--- src/rtl/qw_dma_pkg.sv ---
package qw_dma_pkg;

    localparam logic [2:0] RA_CTRL  = 3'd0;
    localparam logic [2:0] RA_COUNT = 3'd1;
    localparam logic [2:0] RA_SRC   = 3'd2;
    localparam logic [2:0] RA_DST   = 3'd3;
    localparam logic [2:0] RA_STAT  = 3'd4;
    localparam logic [2:0] RA_MASK  = 3'd5;

    localparam int WORDS_PER_QW = 4;
    localparam int BYTES_PER_WORD = 4;

    typedef enum logic [1:0] {
        ENG_IDLE,
        ENG_READ,
        ENG_WRITE,
        ENG_DONE
    } eng_state_e;

endpackage

--- src/rtl/dma_copy_engine.sv ---
module dma_copy_engine
    import qw_dma_pkg::*;
#(
    parameter int AW = 32,
    parameter int CW = 16,
    parameter logic [AW-1:0] PERIPH_BASE = '0
) (
    input  logic          clk,
    input  logic          rst_n,
    input  logic          start,
    input  logic          abort,
    input  logic [CW-1:0] qw_count,
    input  logic [AW-1:0] src_addr,
    input  logic [AW-1:0] dst_off,
    output logic          mem_req,
    output logic          mem_we,
    output logic [AW-1:0] mem_addr,
    output logic [31:0]   mem_wdata,
    input  logic          mem_ack,
    input  logic [31:0]   mem_rdata,
    output logic          busy,
    output logic          done
);
    localparam int RW = CW + 2;

    typedef struct packed {
        eng_state_e    state;
        logic [AW-1:0] src;
        logic [AW-1:0] dst;
        logic [RW-1:0] rem;
        logic [31:0]   data;
    } eng_t;

    eng_t eng_d, eng_q;

    always_comb begin
        eng_d = eng_q;
        unique case (eng_q.state)
            ENG_IDLE: begin
                if (start) begin
                    eng_d.src = src_addr;
                    eng_d.dst = PERIPH_BASE + dst_off;
                    eng_d.rem = RW'(qw_count) * RW'(WORDS_PER_QW);
                    eng_d.state = (qw_count == '0) ? ENG_DONE : ENG_READ;
                end
            end
            ENG_READ: begin
                if (mem_ack) begin
                    eng_d.data  = mem_rdata;
                    eng_d.state = ENG_WRITE;
                end
            end
            ENG_WRITE: begin
                if (mem_ack) begin
                    eng_d.src = eng_q.src + AW'(BYTES_PER_WORD);
                    eng_d.dst = eng_q.dst + AW'(BYTES_PER_WORD);
                    eng_d.rem = eng_q.rem - 1'b1;
                    eng_d.state = (eng_q.rem == RW'(1)) ? ENG_DONE : ENG_READ;
                end
            end
            ENG_DONE: eng_d.state = ENG_IDLE;
            default:  eng_d.state = ENG_IDLE;
        endcase
        if (abort && (eng_q.state == ENG_READ || eng_q.state == ENG_WRITE)) begin
            eng_d.state = ENG_IDLE;
        end
    end

    always_ff @(posedge clk or negedge rst_n) begin
        if (!rst_n) begin
            eng_q <= '{state: ENG_IDLE, src: '0, dst: '0, rem: '0, data: '0};
        end else begin
            eng_q <= eng_d;
        end
    end

    assign mem_req   = (eng_q.state == ENG_READ) || (eng_q.state == ENG_WRITE);
    assign mem_we    = (eng_q.state == ENG_WRITE);
    assign mem_addr  = (eng_q.state == ENG_WRITE) ? eng_q.dst : eng_q.src;
    assign mem_wdata = eng_q.data;
    assign busy      = (eng_q.state != ENG_IDLE);
    assign done      = (eng_q.state == ENG_DONE);

endmodule

--- src/rtl/dma_chan_regs.sv ---
module dma_chan_regs
    import qw_dma_pkg::*;
#(
    parameter int AW = 32,
    parameter int CW = 16
) (
    input  logic          clk,
    input  logic          rst_n,
    input  logic          wr,
    input  logic [2:0]    addr,
    input  logic [31:0]   wdata,
    input  logic          busy,
    input  logic          done,
    output logic          start_q,
    output logic [CW-1:0] count_q,
    output logic [AW-1:0] src_q,
    output logic [AW-1:0] dst_q,
    output logic          start_pulse,
    output logic          stop_pulse
);
    typedef struct packed {
        logic          start;
        logic [CW-1:0] count;
        logic [AW-1:0] src;
        logic [AW-1:0] dst;
    } regs_t;

    regs_t r_d, r_q;

    always_comb begin
        r_d = r_q;
        if (wr) begin
            unique case (addr)
                RA_CTRL:  r_d.start = wdata[0];
                RA_COUNT: r_d.count = wdata[CW-1:0];
                RA_SRC:   r_d.src   = wdata[AW-1:0];
                RA_DST:   r_d.dst   = wdata[AW-1:0];
                default:  ;
            endcase
        end
        if (done) begin
            r_d.start = 1'b0;
            r_d.count = '0;
        end
    end

    always_ff @(posedge clk or negedge rst_n) begin
        if (!rst_n) begin
            r_q <= '0;
        end else begin
            r_q <= r_d;
        end
    end

    assign start_pulse = wr && (addr == RA_CTRL) && wdata[0] && !busy;
    assign stop_pulse  = wr && (addr == RA_CTRL) && !wdata[0];
    assign start_q = r_q.start;
    assign count_q = r_q.count;
    assign src_q   = r_q.src;
    assign dst_q   = r_q.dst;

endmodule

--- src/rtl/dma_int_status.sv ---
module dma_int_status #(
    parameter int SW = 16
) (
    input  logic          clk,
    input  logic          rst_n,
    input  logic          clr_wr,
    input  logic          mask_wr,
    input  logic [SW-1:0] wdata,
    input  logic [SW-1:0] set_vec,
    output logic [SW-1:0] stat_q,
    output logic [SW-1:0] mask_q,
    output logic          irq
);
    typedef struct packed {
        logic [SW-1:0] stat;
        logic [SW-1:0] mask;
    } st_t;

    st_t s_d, s_q;

    always_comb begin
        s_d = s_q;
        if (clr_wr) begin
            s_d.stat = s_q.stat & ~wdata;
        end
        if (mask_wr) begin
            s_d.mask = wdata;
        end
        s_d.stat = s_d.stat | set_vec;
    end

    always_ff @(posedge clk or negedge rst_n) begin
        if (!rst_n) begin
            s_q <= '0;
        end else begin
            s_q <= s_d;
        end
    end

    assign stat_q = s_q.stat;
    assign mask_q = s_q.mask;
    assign irq    = |(s_q.stat & s_q.mask);

endmodule

--- src/rtl/qw_dma_channel.sv ---
module qw_dma_channel
    import qw_dma_pkg::*;
#(
    parameter int AW = 32,
    parameter int CW = 16,
    parameter int DONE_BIT = 2,
    parameter logic [AW-1:0] PERIPH_BASE = 32'h1000_0000
) (
    input  logic          clk,
    input  logic          rst_n,
    input  logic          reg_wr,
    input  logic [2:0]    reg_addr,
    input  logic [31:0]   reg_wdata,
    output logic [31:0]   reg_rdata,
    input  logic [15:0]   src_set,
    output logic          mem_req,
    output logic          mem_we,
    output logic [AW-1:0] mem_addr,
    output logic [31:0]   mem_wdata,
    input  logic          mem_ack,
    input  logic [31:0]   mem_rdata,
    output logic          busy,
    output logic          dma_irq
);
    localparam int SW = 16;

    logic          start_q, start_pulse, stop_pulse, done;
    logic [CW-1:0] count_q;
    logic [AW-1:0] src_q, dst_q;
    logic [SW-1:0] stat_q, mask_q, set_vec;

    dma_chan_regs #(.AW(AW), .CW(CW)) u_regs (
        .clk(clk), .rst_n(rst_n), .wr(reg_wr), .addr(reg_addr), .wdata(reg_wdata),
        .busy(busy), .done(done), .start_q(start_q), .count_q(count_q),
        .src_q(src_q), .dst_q(dst_q), .start_pulse(start_pulse), .stop_pulse(stop_pulse)
    );

    dma_copy_engine #(.AW(AW), .CW(CW), .PERIPH_BASE(PERIPH_BASE)) u_eng (
        .clk(clk), .rst_n(rst_n), .start(start_pulse), .abort(stop_pulse),
        .qw_count(count_q), .src_addr(src_q), .dst_off(dst_q),
        .mem_req(mem_req), .mem_we(mem_we), .mem_addr(mem_addr), .mem_wdata(mem_wdata),
        .mem_ack(mem_ack), .mem_rdata(mem_rdata), .busy(busy), .done(done)
    );

    always_comb begin
        set_vec = src_set;
        set_vec[DONE_BIT] = src_set[DONE_BIT] | done;
    end

    dma_int_status #(.SW(SW)) u_stat (
        .clk(clk), .rst_n(rst_n),
        .clr_wr(reg_wr && reg_addr == RA_STAT),
        .mask_wr(reg_wr && reg_addr == RA_MASK),
        .wdata(reg_wdata[SW-1:0]), .set_vec(set_vec),
        .stat_q(stat_q), .mask_q(mask_q), .irq(dma_irq)
    );

    always_comb begin
        unique case (reg_addr)
            RA_CTRL:  reg_rdata = {31'b0, start_q};
            RA_COUNT: reg_rdata = 32'(count_q);
            RA_SRC:   reg_rdata = 32'(src_q);
            RA_DST:   reg_rdata = 32'(dst_q);
            RA_STAT:  reg_rdata = {mask_q, stat_q};
            RA_MASK:  reg_rdata = {16'b0, mask_q};
            default:  reg_rdata = '0;
        endcase
    end

endmodule

--- config.mk ---
export PLATFORM = sky130hd
export DESIGN_NAME = qw_dma_channel
export DESIGN_NICKNAME = d
export VERILOG_FILES = /design/src/rtl/qw_dma_pkg.sv /design/src/rtl/dma_copy_engine.sv /design/src/rtl/dma_chan_regs.sv /design/src/rtl/dma_int_status.sv /design/src/rtl/qw_dma_channel.sv
export SDC_FILE = /design/constraint.sdc
export NUM_CORES = 1
export LEC_CHECK = 0
export ABC_AREA = 1
export BUFFER_PORTS_ARGS = -buffer_cell sky130_fd_sc_hd__buf_2
export CAP_MARGIN = 20
export CORE_MARGIN = 10
export CORE_UTILIZATION = 58
export CTS_CLUSTER_SIZE = 30
export DETAILED_ROUTE_END_ITERATION = 8
export GPL_ROUTABILITY_DRIVEN = 0
export PLACE_DENSITY = 0.81
export RECOVER_POWER = 50
export SYNTH_ARGS = -nofsm -noshare
export SYNTH_HDL_FRONTEND = slang
export SYNTH_SLANG_ARGS = --single-unit
--- constraint.sdc ---
create_clock -name clk -period 2.5 [get_ports clk]
set_input_delay 0.625 -clock clk [delete_from_list [all_inputs] [get_ports clk]]
set_output_delay 0.625 -clock clk [all_outputs]
set_load 0.05 [all_outputs]
==> impl_metrics.ini <==
[power]
worst_ir_drop_vdd_mv = 0.747
switching_power_uw = 9850
internal_power_uw = 11000
p_seq_frac = 0.296
p_per_area_mw_per_mm2 = 1270
clkPwrFrac = 0.196
p_leak_uw = 0.00781
total_power_uw = 20800
combPwrFrac = 0.507
sw_frac_of_total = 0.473

[yosys]
avgSynthCellArea_sq_um = 7.32
synth_compound_gate_area_share = 0.139
yosys.cell_types.count = 38
synth_sequential_area_ratio = 0.442
main_combinational_cell_family_by_area_after_synthesis = simple AND/OR/NAND/NOR gates
net_count_after_synthesis = 1870
yosys.area_share.xor_xnor = 0.0155
synthesized_instance_count = 1773
ys_ff_latch = 229
synthesis.area_sq_mm = 0.0130
synth_edf_count = 0
synthArstFlopShare = 1.00
synthesized_area_fraction_occupied_by_and_or_nand_nor_cells = 0.264
synth.yosys.warnings = 0
adder_and_majority_gate_portion_of_the_synthesized_area = 0.00964
synth_top_flop_cell = sky130_fd_sc_hd__dfrtp_1
synth.area.mux_share = 0.0312

[flow_run]
drv.max_cap_violation_count = 1

[floorplan]
die_area_sq_mm = 0.0288
rows = 54
start_util = 0.593
ioPinCount = 187
core_region_area_sq_mm = 0.0219
chipWidth_um = 170
fp.dieH_um = 170

[worst_hold_path]
worst_hold_path_type = in -> reg
whs_path_depth = 3

[timing]
layout_min_cycle_time_ns = 2.58
worstMarginPinSlew_ns = 1.94
final-hold-violation-count = 0
fin_skew_ns = 0.0264
timing.final.crit_share = 1.03
layout_setup_ws_ns = -0.0796
timing.final.max_slew_violations = 74
worst_slew_margin = -0.294
maxClockFrequency_mhz = 388
number_of_endpoints_failing_setup_at_the_final_stage = 36
grt_setup_unrepaired = true

[global_route]
antenna_found_initial = 2
grt_first_pass_wirelength_um = 71600
grt_max_degree = 74
grt_remaining_overflow = 0
via_count_of_the_first_global_routing_pass = 12951
globalRouteTotalUtil = 0.310

[clock_tree]
clock_tree.htree_level_count = 1
cts.reportedPaths.clkPinSlew_ns = 0.07
ctsRootBufferMaster = sky130_fd_sc_hd__clkbuf_16
tritoncts = yes
numCtsBuffers = 26
hold_buffers = 0
cts.path.max_buffers = 3
worstSkewPairLatency_ns = 0.56
cts_num_sinks = 229

[setup_path]
crit_top_cell = sky130_fd_sc_hd__buf_8
req_time_crit_path_ns = 1.88
path_max_fanout = 7
worst-r2r-cell-count = 10
critPathLaunchType = flop
nature_of_the_critical_path_endpoint = output pin
cp_cell_sequence = ha_4 -> buf_12 -> buf_16 -> buf_8 -> o21ai_4 -> buf_8
critical_path_class = reg -> out
critical_path.top_delay_family = buffers and inverters
buffers_inverters_on_critical_path = 4
cp_num_cells = 6
critical-path-max-stage-delay_ns = 0.42
critical_path.slowest_cell = sky130_fd_sc_hd__dfrtp_1
cp_data_arrival_time_ns = 1.95

[drt]
drt-wirelength-per-cell_um = 20.7
drtPass1Iterations = 7
drt_drc_violations_left = 0
initialDrtViolationCount = 2218
viasPerCell = 6.07
routed_wl_um = 46900
ant_nets = 0
vias_after_detailed_routing = 13735

[placement]
dp.final_hpwl_um = 32500
placed_area_sq_mm = 0.0144
io_buffer_count = 186

[final_layout]
post-route-util = 0.749
layout.nets = 2059
mostFrequentLayoutCells = 469 x sky130_fd_sc_hd__nand2_1, 229 x sky130_fd_sc_hd__dfrtp_1, 210 x sky130_fd_sc_hd__nor2_1, 180 x sky130_fd_sc_hd__inv_1, 173 x sky130_fd_sc_hd__o21ai_0
fin_area_sq_mm = 0.0164
layout-drive-gt1-share = 0.221
syn2layout_area_growth_pct = 26.4
final_common_cell = sky130_fd_sc_hd__nand2_1

[status]
failed_checks = capacitance limit, slew limit, setup timing
outcome = complete, but fails checks
==> cell usage after synthesis, types with 4 or more instances <==
cell type                   number  area share
sky130_fd_sc_hd__nand4_1        29       0.014
sky130_fd_sc_hd__o22ai_1         6      0.0029
sky130_fd_sc_hd__mux2_2         36       0.031
sky130_fd_sc_hd__buf_1           8      0.0023
sky130_fd_sc_hd__nand2_1       494        0.14
sky130_fd_sc_hd__nor3_1         13      0.0050
sky130_fd_sc_hd__a22oi_1         6      0.0035
sky130_fd_sc_hd__inv_2           4      0.0012
sky130_fd_sc_hd__nand3_1        87       0.034
sky130_fd_sc_hd__o21ai_1        37       0.014
sky130_fd_sc_hd__xnor2_1         4      0.0027
sky130_fd_sc_hd__o2111ai_1       5      0.0034
sky130_fd_sc_hd__o211ai_1       20       0.012
sky130_fd_sc_hd__clkbuf_1       40       0.012
sky130_fd_sc_hd__o221ai_1        7      0.0047
sky130_fd_sc_hd__buf_2          23      0.0089
sky130_fd_sc_hd__xor2_1         19       0.013
sky130_fd_sc_hd__nor2_1        211       0.061
sky130_fd_sc_hd__o21ai_0       199       0.077
sky130_fd_sc_hd__inv_1         188       0.054
sky130_fd_sc_hd__dfrtp_1       229        0.44
sky130_fd_sc_hd__a21oi_1        39       0.015
sky130_fd_sc_hd__nand2_2         5      0.0024
sky130_fd_sc_hd__ha_1           10      0.0096
sky130_fd_sc_hd__nor2_2          4      0.0019
sky130_fd_sc_hd__buf_4          34       0.020
==> flip-flops by register name (all words and copies together), names as in the netlist <==
name             count
u_eng.mem_wdata     32
u_eng.eng_q         84
u_regs.count_q      16
u_regs.start_q       1
u_regs.dst_q        32
u_regs.src_q        32
u_stat.mask_q       16
u_stat.stat_q       16
==> timing repair <==
action,CTS,global route
gates resized for setup,106,122
buffers inserted,23,5
pin swaps,19,12
endpoints found under the setup margin,44,67
cloned,6,1
==> cells by family (layout without fill, tap and decap cells) <==
family / Yosys count / after routing
simple gates: 847 / 847
compound gates: 330 / 330
buf+inv: 298 / 507
flops: 229 / 229
mux: 36 / 36
xor+xnor: 23 / 23
fa+ha+maj: 10 / 10
other cells: 0 / 1
==> metal layers <==
metal,routed length (um),share of wire,global-route usage
met5,0,0,0
met4,2350,0.050,0.129
met3,6160,0.13,0.0799
met2,21200,0.45,0.483
met1,17200,0.37,0.403
==> worst paths after layout <==
kind / start / endpoint / slack (ns)
setup reg to reg: u_eng.eng_q[114] / u_eng.eng_q[96] / 0.17
setup / recovery: u_eng.eng_q[115] / mem_addr[28] / -0.08
hold reg to reg: u_regs.dst_q[4] / u_regs.dst_q[4] / 0.48
hold / removal: src_set[7] / u_stat.stat_q[7] / 0.24
max in group asynchronous: rst_n / u_regs.count_q[13] / 0.29
min in group asynchronous: rst_n / u_eng.mem_wdata[12] / 0.59
==> power by group through the flow <==
stage | Clock, uW | Sequential, uW | Combinational, uW
after global placement | 0 | 6030 | 8420
after global routing | 4270 | 6280 | 11300
after CTS | 4100 | 6030 | 9880
after floorplan | 0 | 5680 | 6810
final | 4090 | 6170 | 10600
after detailed placement | 0 | 6070 | 8610
==> worst reg2reg max path, stage by stage, from the launching register on <==
cell                        delay, ns
sky130_fd_sc_hd__dfrtp_1         0.39
sky130_fd_sc_hd__inv_2           0.09
sky130_fd_sc_hd__ha_4            0.20
sky130_fd_sc_hd__buf_12          0.16
sky130_fd_sc_hd__buf_4           0.14
sky130_fd_sc_hd__bufbuf_16       0.32
sky130_fd_sc_hd__buf_4           0.27
sky130_fd_sc_hd__nor2_1          0.09
sky130_fd_sc_hd__nor2_1          0.27
sky130_fd_sc_hd__o21ai_0         0.20
sky130_fd_sc_hd__o21ai_0         0.11
==> per-stage QoR <==
step | cells | setup slack, ns | setup TNS (ns) | hold WS, ns
2_1_floorplan | 1773 | -0.105 | -0.217 | 0.329
3_3_place_gp | 2179 | 0.0391 | 0 | 0.467
3_5_place_dp | 2179 | -0.0339 | -0.196 | 0.473
4_1_cts | 2256 | -0.0582 | -0.714 | 0.0708
5_1_grt | 2263 | -0.112 | -3.45 | 0.263
6_report | 2263 | -0.0796 | -1.46 | 0.241
==> area by class of cell <==
cell class | count | area (sq um)
inverter | 192 | 738
timing repair buffer | 267 | 2210
sequential | 229 | 5730
fill | 1564 | 5490
multi-input combinational | 1246 | 6440
clock buffer | 28 | 668
clock inverter | 20 | 254
antenna | 1 | 2.50
tap | 280 | 350
No activity file was read; power rests on OpenSTA's default activity.
